--- src/rtl/resv_pkg.sv ---
package resv_pkg;

    typedef enum logic [1:0] {
        OP_LOAD  = 2'd0,
        OP_STORE = 2'd1,
        OP_LINK  = 2'd2,
        OP_COND  = 2'd3
    } req_op_e;

    typedef enum logic [1:0] {
        SC_OK       = 2'd0,
        SC_NO_RESV  = 2'd1,
        SC_MISMATCH = 2'd2,
        SC_COLLIDE  = 2'd3
    } sc_code_e;

endpackage

--- src/rtl/resv_line_cmp.sv ---
module resv_line_cmp #(
    parameter int ADDR_W     = 32,
    parameter int LINE_OFS_W = 6,
    parameter bit GATE_VALID = 1'b1
) (
    input  logic                         probe_valid,
    input  logic [ADDR_W-1:0]            probe_addr,
    input  logic                         held_valid,
    input  logic [ADDR_W-LINE_OFS_W-1:0] held_line,
    output logic                         hit
);
    localparam int LINE_W = ADDR_W - LINE_OFS_W;

    logic [LINE_W-1:0] probe_line;
    logic              same_line;

    assign probe_line = probe_addr[ADDR_W-1:LINE_OFS_W];
    assign same_line  = (probe_line == held_line);

    generate
        if (GATE_VALID) begin : g_gated
            assign hit = probe_valid && held_valid && same_line;
        end else begin : g_raw
            logic unused_held_valid;
            assign unused_held_valid = held_valid;
            assign hit = probe_valid && same_line;
        end
    endgenerate
endmodule

--- src/rtl/resv_sc_judge.sv ---
module resv_sc_judge
    import resv_pkg::*;
(
    input  logic     is_cond,
    input  logic     held_valid,
    input  logic     line_match,
    input  logic     snoop_hit,
    input  logic     clear_now,
    output logic     pass,
    output sc_code_e code
);
    always_comb begin
        code = SC_OK;
        if (!is_cond) begin
            code = SC_OK;
        end else if (!held_valid || clear_now) begin
            code = SC_NO_RESV;
        end else if (!line_match) begin
            code = SC_MISMATCH;
        end else if (snoop_hit) begin
            code = SC_COLLIDE;
        end else begin
            code = SC_OK;
        end
        pass = is_cond && (code == SC_OK);
    end
endmodule

--- src/rtl/resv_monitor.sv ---
module resv_monitor
    import resv_pkg::*;
#(
    parameter int ADDR_W     = 32,
    parameter int LINE_OFS_W = 6
) (
    input  logic              clk,
    input  logic              rst_n,
    input  logic              req_valid,
    input  logic [1:0]        req_op,
    input  logic [ADDR_W-1:0] req_addr,
    input  logic              snp_valid,
    input  logic [ADDR_W-1:0] snp_addr,
    input  logic              clear_i,
    output logic              sc_valid,
    output logic [1:0]        sc_code,
    output logic              wr_en,
    output logic [ADDR_W-1:0] wr_addr
);
    localparam int LINE_W = ADDR_W - LINE_OFS_W;

    typedef struct packed {
        logic              resv_valid;
        logic [LINE_W-1:0] resv_line;
        logic              sc_valid;
        sc_code_e          sc_code;
        logic              wr_en;
        logic [ADDR_W-1:0] wr_addr;
    } mon_state_t;

    mon_state_t st_d, st_q;

    logic              resv_valid;
    logic [LINE_W-1:0] resv_line;
    assign resv_valid = st_q.resv_valid;
    assign resv_line  = st_q.resv_line;

    req_op_e op;
    assign op = req_op_e'(req_op);

    logic is_load, is_store, is_link, is_cond;
    assign is_load  = req_valid && (op == OP_LOAD);
    assign is_store = req_valid && (op == OP_STORE);
    assign is_link  = req_valid && (op == OP_LINK);
    assign is_cond  = req_valid && (op == OP_COND);

    logic unused_load;
    assign unused_load = is_load;

    logic req_line_eq;
    logic snp_hit;

    resv_line_cmp #(
        .ADDR_W(ADDR_W), .LINE_OFS_W(LINE_OFS_W), .GATE_VALID(1'b0)
    ) u_req_cmp (
        .probe_valid (req_valid),
        .probe_addr  (req_addr),
        .held_valid  (st_q.resv_valid),
        .held_line   (st_q.resv_line),
        .hit         (req_line_eq)
    );

    resv_line_cmp #(
        .ADDR_W(ADDR_W), .LINE_OFS_W(LINE_OFS_W), .GATE_VALID(1'b1)
    ) u_snp_cmp (
        .probe_valid (snp_valid),
        .probe_addr  (snp_addr),
        .held_valid  (st_q.resv_valid),
        .held_line   (st_q.resv_line),
        .hit         (snp_hit)
    );

    logic     sc_pass;
    sc_code_e sc_result;

    resv_sc_judge u_judge (
        .is_cond    (is_cond),
        .held_valid (st_q.resv_valid),
        .line_match (req_line_eq),
        .snoop_hit  (snp_hit),
        .clear_now  (clear_i),
        .pass       (sc_pass),
        .code       (sc_result)
    );

    always_comb begin
        st_d = st_q;

        // reservation tracking, later statements take priority
        if (snp_hit) begin
            st_d.resv_valid = 1'b0;
        end
        if (is_store && req_line_eq && st_q.resv_valid) begin
            st_d.resv_valid = 1'b0;
        end
        if (is_cond) begin
            st_d.resv_valid = 1'b0;
        end
        if (is_link) begin
            st_d.resv_valid = 1'b1;
            st_d.resv_line  = req_addr[ADDR_W-1:LINE_OFS_W];
        end
        if (clear_i) begin
            st_d.resv_valid = 1'b0;
        end

        // result and write path
        st_d.sc_valid = is_cond;
        st_d.sc_code  = is_cond ? sc_result : SC_OK;
        st_d.wr_en    = is_store || sc_pass;
        st_d.wr_addr  = (is_store || sc_pass) ? req_addr : '0;
    end

    always_ff @(posedge clk) begin
        if (!rst_n) begin
            st_q <= '0;
        end else begin
            st_q <= st_d;
        end
    end

    assign sc_valid = st_q.sc_valid;
    assign sc_code  = st_q.sc_code;
    assign wr_en    = st_q.wr_en;
    assign wr_addr  = st_q.wr_addr;
endmodule

--- config.mk ---
export PLATFORM = sky130hd
export DESIGN_NAME = resv_monitor
export DESIGN_NICKNAME = d
export VERILOG_FILES = /design/src/rtl/resv_pkg.sv /design/src/rtl/resv_line_cmp.sv /design/src/rtl/resv_sc_judge.sv /design/src/rtl/resv_monitor.sv
export SDC_FILE = /design/constraint.sdc
export NUM_CORES = 1
export LEC_CHECK = 0
export ABC_AREA = 1
export CORE_UTILIZATION = 25
export CTS_CLUSTER_DIAMETER = 80
export DETAILED_ROUTE_END_ITERATION = 8
export SLEW_MARGIN = 0
export SYNTH_ARGS = -nofsm -noshare
export SYNTH_HDL_FRONTEND = slang
export SYNTH_HIERARCHICAL = 1
export SYNTH_SLANG_ARGS = --single-unit
--- constraint.sdc ---
create_clock -name clk -period 2.05 [get_ports clk]
set_input_delay 0.3075 -clock clk [delete_from_list [all_inputs] [get_ports clk]]
set_output_delay 0.3075 -clock clk [all_outputs]
set_load 0.1 [all_outputs]
==> run summary <==
via count - 3123
Clk Latency, worst-skew pair - 0.34 ns
core area - 13200 µm²
DR pass1 iterations - 4
first-pass GRT wire length - 14000 µm
Root Driver - clkbuf_16
Seq/Total Area, Yosys - 37.1%
DR WL/cell - 10.7 µm
Routability Congestion - 0.763
max-cap viol count - 0
# setup viols final - 0
cell area after layout - 5210 µm²
Worst Tran Pin Value - 0.296 ns
initial antenna violation count - 0
io pins - 107
Data arrival, critical path - 2.15 ns
Hold WC Path Type - input port to register
Starting Density - 25.7%
Fmax - 522 MHz
layout net count - 723
crit end category - register
Crit Path Class - input port to register
WHS Path Cells - 3
# clock sinks - 63
vias in the first global route - 2879
cell taking the most area after synthesis - dfxtp_1
Unique masters post-synth - 22
Final WS setup - 0.135 ns
shortest period the worst path allows - 1.91 ns
CTS Buf Count - 9
startpoint types - input port
Die Wd - 119 µm
pre-CTS setup slack - -0.288 ns
slowest CP cell - clkdlybuf4s50_1
Remaining DRCs - 0
drt first-iter violations - 108
CP required - 2.28 ns
drt total wl - 8900 µm
DIE HEIGHT - 119 µm
fin. max-slew vios - 0
Final Hold Viols - 0
final worst-path cycle share - 93.4%
Reg2Reg Depth - 17
Synth Register Bits - 63
total power per unit cell area - 666 nW/µm²
Hold Path Sink - wr_addr[18]$_SDFF_PN0_
syn avg cell area - 6.50 µm²
top-area cell type share of the netlist area - 37.1%
CP dominant cell by count - nand2_1
Synth area leaders - dfxtp_1 (37%), nand2_1 (16%), inv_1 (14%), nor2_1 (11%), nor2_4 (9.6%)
Diodes inserted - 0
Netlist Area Pre-Place - 3400 µm²
RSZ-0062 raised after global routing - true
Total Routing Usage GR - 13.2%
Leak Pwr - 2.71 nW
vias per inst - 3.75
reg-to-reg startpoint - resv_line[8]$_SDFFE_PN0P_
total power - 0.00347 W
largest net degree at the start of global routing - 22
DP Area - 4600 µm²
Worst slew margin - 80.4%
min-delay src - req_addr[18]
Buffers on Ports - 100
critical path, cell by cell - clkdlybuf4s50_1 -> inv_1 -> nand2_1 -> nand2_1 -> nor2_1 -> nand2_1 -> nor2_1 -> nand2_2 -> nor2_4 -> nor2_2 -> nand2_1 -> nor2_2 -> inv_1 -> nand2_2 -> nand2_8 -> clkbuf_16 -> nor2_4
status - finished, final reports clean
TritonCTS clock tree - built
FP Rows - 42
Worst Skew - 0.00781 ns
H-tree depth - 3
reg2reg end - wr_addr[5]$_SDFF_PN0_
Synth Instances - 523
Critical Path Fanout Max - 7
Setup TNS - 0 ns
Slowest Stage Delay on Critical Path - 0.48 ns
Detail Route Antenna Nets - 0
die area - 14100 µm²
HPWL after DPL - 6650 µm
Clock transition at path regs - 0.06 ns
Synth Warn # - 6
total gr overflow - 0
share of layout cells above drive strength 1 - 24.5%
post-layout util - 39.3%
Peak VDD IR - 0.344 mV
P&R area growth vs syn - 53.2%
Syn Nets - 594
CTS max path bufs - 2
r2r setup slk - 0.16 ns
## where the power goes
part	total, W	internal (W)	leakage [nW]	switching (W)
sequential	0.00129	0.00126	0.522	0.0000343
combinational	0.000582	0.000253	2.03	0.000329
clock	0.00159	0.00104	0.156	0.000558
## kinds of logic after synthesis
| kind of cell | share of synthesized area [%] |
|---|---|
| flops | 37.1 |
| simple gates | 38.9 |
| xor+xnor | 2.32 |
| compound gates | 4.27 |
| buf+inv | 17.4 |
## routing by layer
layer | vias up | part of all wire (%) | track usage, % | routed length [µm]
met4 | 0 | 1.3 | 4.51 | 117
met3 | 8 | 6.2 | 5.36 | 556
li1 | 1732 | - | - | -
met1 | 1320 | 45 | 15.2 | 4030
met5 | - | 0 | 0 | 0
met2 | 63 | 47 | 22.0 | 4200
## layout by cell type (no fill, tap or decap), types with 8 or more instances in the layout
cell             Yosys  final
buf_4                0     57
dlymetal6s2s_1       0     25
o21ai_0             24     23
inv_1              126    123
nor2_4              29     32
nand2_2              3      8
clkbuf_16            0     11
clkdlybuf4s50_1      0     39
nor2_1              98     84
dfxtp_1             63     46
nand2_1            144    139
dfxtp_4              0     10
nor2_2               5     16
## critical path: cells and delay by family
kind	cells	cell delay (ns)
buffers and inverters	4	0.77
AND/OR/NAND/NOR	13	1.06
## sequential cells by signal, indices dropped and copies added, names as in the netlist
signal,flops
resv_valid,1
wr_en,1
sc_code,2
wr_addr,32
sc_valid,1
resv_line,26
## how the worst max path moves through the flow
| stage | start | to | slack, ns | cells past startpoint |
|---|---|---|---|---|
| final | snp_addr[18] | wr_addr[4]$_SDFF_PN0_ | 0.14 | 17 |
| after global routing | resv_line[16]$_SDFFE_PN0P_ | wr_addr[5]$_SDFF_PN0_ | -0.05 | 16 |
| after CTS | req_addr[25] | wr_addr[31]$_SDFF_PN0_ | 0.06 | 18 |
| after detailed placement | req_addr[25] | wr_addr[31]$_SDFF_PN0_ | -0.29 | 18 |
| after global placement | req_addr[21] | wr_addr[11]$_SDFF_PN0_ | -0.27 | 18 |
| after floorplan | resv_line[15]$_SDFFE_PN0P_ | wr_addr[10]$_SDFF_PN0_ | 0.41 | 17 |
## cell usage after synthesis
| cell | instances |
|---|---|
| nor2_2 | 5 |
| nand2_4 | 1 |
| clkbuf_1 | 1 |
| nand2_2 | 3 |
| o21ai_1 | 3 |
| nand3_4 | 1 |
| nand2_1 | 144 |
| clkbuf_2 | 1 |
| a21oi_1 | 2 |
| inv_1 | 126 |
| nand3_1 | 2 |
| dfxtp_1 | 63 |
| buf_2 | 3 |
| clkinv_2 | 1 |
| nor2_1 | 98 |
| xnor2_1 | 7 |
| inv_2 | 2 |
| o21ai_0 | 24 |
| buf_6 | 2 |
| buf_12 | 3 |
| nor2_4 | 29 |
| xor2_1 | 2 |
## timing repair
action,CTS,global route
setup endpoints to repair,0,33
gates resized for setup,0,82
hold buffers,0,0
buffers inserted,0,8
## layout make-up
type	count	area (µm²)
inverter	129	485
fill	1408	8030
clock inverter	3	40.0
multi-input combinational	321	1620
timing repair buffer	128	1260
clock buffer	13	270
tap	176	220
sequential	63	1310
## through the flow
stage          std cells  hold WS (ns)
2_1_floorplan        523         0.420
3_3_place_gp         807         0.517
3_5_place_dp         807         0.511
4_1_cts              823         0.487
5_1_grt              833         0.308
6_report             833         0.307
Note: power is estimated with default switching activity, not from simulation.
